===== src/rtl/pwm_pkg.sv =====
package pwm_pkg;
  localparam int unsigned CNT_W   = 10;
  localparam int unsigned SEL_W   = 3;
  localparam int unsigned ADDR_W  = 2;

  typedef enum logic [ADDR_W-1:0] {
    REG_PERIOD  = 2'd0,
    REG_DUTY    = 2'd1,
    REG_FLAG_CL = 2'd2,
    REG_IRQ_EN  = 2'd3
  } reg_addr_e;
endpackage


===== src/rtl/pwm_prescaler.sv =====
module pwm_prescaler #(
  parameter int unsigned SEL_W = 3
) (
  input  logic             clk_i,
  input  logic             rst_ni,
  input  logic             clr_i,
  input  logic             run_i,
  input  logic [SEL_W-1:0] sel_i,
  output logic             tick_o
);
  localparam int unsigned PSC_W = 2 ** SEL_W;

  logic [PSC_W-1:0] div_q;
  logic [PSC_W-1:0] limit;

  // ratio 2^(sel+1), terminal count ratio-1
  always_comb begin
    limit = '0;
    for (int i = 0; i < PSC_W; i++) begin
      if (i <= int'(sel_i)) limit[i] = 1'b1;
    end
  end

  assign tick_o = run_i && (div_q >= limit);

  always_ff @(posedge clk_i or negedge rst_ni) begin
    if (!rst_ni)      div_q <= '0;
    else if (clr_i)   div_q <= '0;
    else if (tick_o)  div_q <= '0;
    else if (run_i)   div_q <= div_q + 1'b1;
  end
endmodule


===== src/rtl/pwm_regs.sv =====
module pwm_regs
  import pwm_pkg::*;
#(
  parameter int unsigned DW = 10
) (
  input  logic              clk_i,
  input  logic              rst_ni,
  input  logic              wr_en_i,
  input  logic [ADDR_W-1:0] wr_addr_i,
  input  logic [DW-1:0]     wr_data_i,
  input  logic              match_i,
  output logic [DW-1:0]     period_o,
  output logic [DW-1:0]     duty_o,
  output logic              flag_o,
  output logic              irq_o
);
  logic ie_q;
  logic flag_clr;

  assign flag_clr = wr_en_i && (wr_addr_i == REG_FLAG_CL) && wr_data_i[0];

  always_ff @(posedge clk_i or negedge rst_ni) begin
    if (!rst_ni) begin
      period_o <= '0;
      duty_o   <= '0;
      ie_q     <= 1'b0;
    end else if (wr_en_i) begin
      case (wr_addr_i)
        REG_PERIOD: period_o <= wr_data_i;
        REG_DUTY:   duty_o   <= wr_data_i;
        REG_IRQ_EN: ie_q     <= wr_data_i[0];
        default: ;
      endcase
    end
  end

  // set wins over a coincident clear
  always_ff @(posedge clk_i or negedge rst_ni) begin
    if (!rst_ni)       flag_o <= 1'b0;
    else if (match_i)  flag_o <= 1'b1;
    else if (flag_clr) flag_o <= 1'b0;
  end

  assign irq_o = flag_o & ie_q;
endmodule


===== src/rtl/pwm_core.sv =====
module pwm_core #(
  parameter int unsigned CNT_W = 10
) (
  input  logic             clk_i,
  input  logic             rst_ni,
  input  logic             pwm_en_i,
  input  logic             tick_i,
  input  logic [CNT_W-1:0] period_i,
  input  logic [CNT_W-1:0] duty_i,
  output logic [CNT_W-1:0] cnt_o,
  output logic             pwm_o,
  output logic             match_o
);
  logic [CNT_W-1:0] duty_lat_q;
  logic [CNT_W-1:0] cnt_inc;
  logic             started_q;
  logic             wrap;

  assign cnt_inc = cnt_o + 1'b1;
  assign wrap    = (cnt_o == period_i);
  assign match_o = pwm_en_i && started_q && tick_i && !wrap &&
                   (cnt_inc == duty_lat_q) && pwm_o;

  always_ff @(posedge clk_i or negedge rst_ni) begin
    if (!rst_ni) begin
      cnt_o      <= '0;
      duty_lat_q <= '0;
      pwm_o      <= 1'b0;
      started_q  <= 1'b0;
    end else if (!pwm_en_i) begin
      cnt_o      <= '0;
      duty_lat_q <= '0;
      pwm_o      <= 1'b0;
      started_q  <= 1'b0;
    end else if (!started_q) begin
      // counter sits at zero: first latch point
      started_q  <= 1'b1;
      duty_lat_q <= duty_i;
      pwm_o      <= (duty_i != '0);
    end else if (tick_i) begin
      if (wrap) begin
        cnt_o      <= '0;
        duty_lat_q <= duty_i;
        pwm_o      <= (duty_i != '0);
      end else begin
        cnt_o <= cnt_inc;
        if (cnt_inc == duty_lat_q) pwm_o <= 1'b0;
      end
    end
  end
endmodule


===== src/rtl/pwm_buffered_duty.sv =====
module pwm_buffered_duty
  import pwm_pkg::*;
(
  input  logic              clk_i,
  input  logic              rst_ni,
  input  logic              wr_en_i,
  input  logic [ADDR_W-1:0] wr_addr_i,
  input  logic [CNT_W-1:0]  wr_data_i,
  input  logic              tmr_en_i,
  input  logic              pwm_en_i,
  input  logic [SEL_W-1:0]  psc_sel_i,
  input  logic              sleep_i,
  input  logic              conv_active_i,
  output logic              pwm_o,
  output logic [CNT_W-1:0]  cnt_o,
  output logic              tmr_flag_o,
  output logic              irq_o
);
  logic [CNT_W-1:0] period;
  logic [CNT_W-1:0] duty;
  logic             tick;
  logic             match;
  logic             run;
  logic             psc_clr;

  assign run     = tmr_en_i && pwm_en_i && (!sleep_i || conv_active_i);
  assign psc_clr = !tmr_en_i || !pwm_en_i;

  pwm_regs #(.DW(CNT_W)) u_regs (
    .clk_i     (clk_i),
    .rst_ni    (rst_ni),
    .wr_en_i   (wr_en_i),
    .wr_addr_i (wr_addr_i),
    .wr_data_i (wr_data_i),
    .match_i   (match),
    .period_o  (period),
    .duty_o    (duty),
    .flag_o    (tmr_flag_o),
    .irq_o     (irq_o)
  );

  pwm_prescaler #(.SEL_W(SEL_W)) u_psc (
    .clk_i  (clk_i),
    .rst_ni (rst_ni),
    .clr_i  (psc_clr),
    .run_i  (run),
    .sel_i  (psc_sel_i),
    .tick_o (tick)
  );

  pwm_core #(.CNT_W(CNT_W)) u_core (
    .clk_i    (clk_i),
    .rst_ni   (rst_ni),
    .pwm_en_i (pwm_en_i),
    .tick_i   (tick),
    .period_i (period),
    .duty_i   (duty),
    .cnt_o    (cnt_o),
    .pwm_o    (pwm_o),
    .match_o  (match)
  );
endmodule


===== config.mk =====
export PLATFORM = sky130hd
export DESIGN_NAME = pwm_buffered_duty
export DESIGN_NICKNAME = d
export VERILOG_FILES = /design/src/rtl/pwm_pkg.sv /design/src/rtl/pwm_prescaler.sv /design/src/rtl/pwm_regs.sv /design/src/rtl/pwm_core.sv /design/src/rtl/pwm_buffered_duty.sv
export SDC_FILE = /design/constraint.sdc
export NUM_CORES = 1
export LEC_CHECK = 0
export BUFFER_PORTS_ARGS = -buffer_cell sky130_fd_sc_hd__buf_2
export CAP_MARGIN = 20
export CORE_MARGIN = 8
export CORE_UTILIZATION = 53
export DETAILED_ROUTE_END_ITERATION = 10
export PLACE_DENSITY = 0.73
export SYNTH_ARGS = -nofsm -noshare
export SYNTH_HDL_FRONTEND = slang
export SYNTH_SLANG_ARGS = --single-unit
export TNS_END_PERCENT = 1

===== constraint.sdc =====
create_clock -name clk_i -period 2.1 [get_ports clk_i]
set_input_delay 0.21 -clock clk_i [delete_from_list [all_inputs] [get_ports clk_i]]
set_output_delay 0.21 -clock clk_i [all_outputs]
set_load 0.02 [all_outputs]

==> flow_summary_export.csv <==
group,metric,value,unit
die,rows,27,
routing,drt-initial-drc-count,142,
timing,tightestPinTransition,593,ps
clock_tree,clk_pin_slew,100,ps
synth,synthTopCellsByArea,"dfrtp_1, mux2_2, xor2_1, nand3_1, ha_1",
timing,fin_crit_sh,1.01,
synth,synth_cells,279,
synth,synth.most_common_cell,"dfrtp_1",
clock_tree,h-tree-depth,2,
timing,fmax,471,MHz
global_route,grt_max_degree,26,
clock_tree,cts_buffer_depth,2,
die,boundaryPins,35,
global_route,grt_pass1_wl,11.2,mm
clock_tree,cts_made_buffers,5,
synth,yosysUniqueCellTypes,50,
global_route,grt_pass1_vias,2309,
synth,synth_commonest_cells,"dfrtp_1, nand3_1, mux2_2",
worst_setup_path,slowest_delay,460,ps
timing,finalSetupTns,-22.9,ps
die,die_h,90.8,um
place,hpwl,5.06,mm
synth,syn-num-nets,310,
worst_setup_path,startpoint,"u_core.cnt_o[4]$_DFFE_PN0P_",
layout,antenna_cells,0,
timing,report.final.slew_viol_count,0,
routing,vias,2326,
routing,wire_per_inst,16.3,um
layout,fin_nets,368,
global_route,grt_use_total,0.166,
worst_setup_path,worstReg2RegStart,"u_core.cnt_o[4]$_DFFE_PN0P_",
synth,netlist.area_leader.share,0.438,
timing,rsz0062_at_grt,"yes",
timing,finClkSkew,7.68,ps
die,core_area,0.00547,mm2
synth,synth-async-reset-ratio,1.00,
die,dieWidth,90.8,um
routing,viasPerCell,5.67,
worst_setup_path,critical_path_class,"flop to flop",
synth,syn_area,0.00297,mm2
clock_tree,insertion_delay,300,ps
layout,utilization,0.650,
worst_setup_path,r2r-end,"u_core.pwm_o$_DFFE_PN0P_",
synth,yosysWarnings,0,
worst_setup_path,end_kind,"flop",
worst_setup_path,crit_top_cell,"nor4_2",
synth,synth_edf_count,0,
routing,ant_nets,0,
worst_hold_path,hold_path.class,"input port to flop",
synth,synth_ff_type,"dfrtp_1",
run_status,violations,"setup timing",
layout,synthToLayoutAreaGrowth,19.9,%
worst_setup_path,arrival,2320,ps
worst_setup_path,crit_required,2290,ps
worst_setup_path,reg2regPathDepth,7,
power_and_ir_drop,leakage,1.65,nW
layout,fillCellCount,452,
power_and_ir_drop,power.density,593,mW/mm2
worst_setup_path,worstPathMaxFanout,6,
clock_tree,cts_sinks,52,
die,dieArea,0.00825,mm2
synth,ys_seq_elements,52,
die,start_util,0.543,
layout,drive_gt1_frac,0.340,
timing,max-slew-margin-rel,0.605,
timing,setup_viol,1,
worst_setup_path,crit_chain,"buf_4, xnor2_2, nor4_2, nor3_1, nor4_2, a31oi_1, mux2_1",
power_and_ir_drop,power.total,0.00211,W
worst_setup_path,cp-endpoint,"u_core.pwm_o$_DFFE_PN0P_",
worst_hold_path,hold_depth,2,
timing,finalCriticalPeriod,2120,ps
global_route,antenna_found_initial,0,
synth,avgSynthCellArea,10.6,um2
place,portBuffers,34,
clock_tree,cts_tree,"built",
worst_setup_path,reg2reg_slack,-20,ps
clock_tree,cts_root_buf,"clkbuf_8",
run,maxCapViolations,0,
routing,firstDrtPassIters,4,
run_status,outcome,"finished, violations left",
place,pre_cts_ws,-111,ps
power_and_ir_drop,vdd_drop_max,0.338,mV
worst_setup_path,cpMaxStageDelayCell,"dfrtp_1",
routing,wl,6.69,mm
global_route,gr-total-overflow,0,
routing,drc_errors,0,
timing,final-hold-violation-count,0,
place,place_congestion,0.891,
timing,setup_slack,-22.9,ps
synth,ys_seq_area_frac,0.438,
synth,synth_top_area_cell,"dfrtp_1",
worst_setup_path,start_kind,"flop",
-- power breakdown --
part / leakage (nW) / total [W] / switching [W] / internal (W)
clock: 0.0404 / 0.000579 / 0.000342 / 0.000237
combinational: 0.948 / 0.000333 / 0.000157 / 0.000176
sequential: 0.663 / 0.00120 / 0.0000929 / 0.00111
-- layout make-up --
| class | count | area, um2 | area share |
|---|---|---|---|
| multi-input cells | 197 | 1590 | 0.446 |
| well taps | 72 | 90.1 | 0.0253 |
| repair buffers | 66 | 429 | 0.121 |
| clock inverters | 3 | 23.8 | 0.00668 |
| inverters | 15 | 56.3 | 0.0158 |
| flip-flops and latches | 52 | 1310 | 0.367 |
| clock buffers | 5 | 68.8 | 0.0193 |
-- worst max-delay path, delay by kind of cell, from the launching register on --
family,cells,cell delay (ps)
flip-flops,1,460
AND/OR/NAND/NOR,3,730
XOR/XNOR,1,150
AO/OA/AOI/OAI,1,140
buffers and inverters,1,200
multiplexers,1,330
-- how the worst min path moves through the flow --
stage	start	to
CTS	wr_data_i[9]	u_regs.duty_o[9]$_DFFE_PN0P_
global placement	rst_ni	u_core.cnt_o[3]$_DFFE_PN0P_
global route	wr_data_i[8]	u_regs.duty_o[8]$_DFFE_PN0P_
detailed placement	rst_ni	u_core.started_q$_DFF_PN0_
floorplan	rst_ni	u_core.cnt_o[0]$_DFFE_PN0P_
finish	wr_data_i[9]	u_regs.duty_o[9]$_DFFE_PN0P_
-- per-stage QoR --
| step | instances | hold WS [ps] | instance area [um2] |
|---|---|---|---|
| 6_report | 410 | 149 | 3560 |
| 5_1_grt | 410 | 137 | 3560 |
| 4_1_cts | 407 | 135 | 3470 |
| 3_5_place_dp | 398 | 250 | 3370 |
| 3_3_place_gp | 398 | 238 | 3370 |
| 2_1_floorplan | 279 | -85.6 | 2980 |
-- timing repair --
item / in CTS / in global routing
setup endpoints to repair: 0 / 28
resized for setup: 0 / 13
hold endpoints to repair: 23 / 0
hold buffers: 1 / 0
buffers inserted: 0 / 3
-- cells in the final DEF, fill, tap and decap left out, drive strengths merged, types with 7 or more instances in the layout --
cell   instances
a21oi         10
a22o           7
buf           65
dfrtp         52
ha             9
inv           15
mux2          23
nand2         12
nand3         23
nor2           9
nor4           8
o21ai         15
xnor2         12
xor2          14
-- state kept, by name, summed over array words and instances (netlist names) --
signal	count
u_regs.ie_q	1
u_core.pwm_o	1
u_regs.duty_o	10
u_core.duty_lat_q	10
u_regs.period_o	10
u_core.cnt_o	10
u_psc.div_q	8
u_core.started_q	1
u_regs.flag_o	1
-- cells by family (layout without fill, tap and decap cells) --
logic type,after synthesis,after routing,share of synthesized area
AND/OR/NAND/NOR,86,86,0.175
flip-flops,52,52,0.438
multiplexers,26,26,0.0973
buffers and inverters,30,89,0.0510
adder cells (fa/ha/maj),9,9,0.0379
AO/OA/AOI/OAI,49,49,0.116
XOR/XNOR,27,27,0.0843
-- layer usage --
metal / wire [um] / part of all wire / global-route usage
met5: 0 / 0 / 0
met4: 70 / 0.010 / 0.0614
met3: 229 / 0.034 / 0.0316
met2: 3190 / 0.48 / 0.265
met1: 3200 / 0.48 / 0.218
Note: power is estimated with default switching activity, not from simulation.
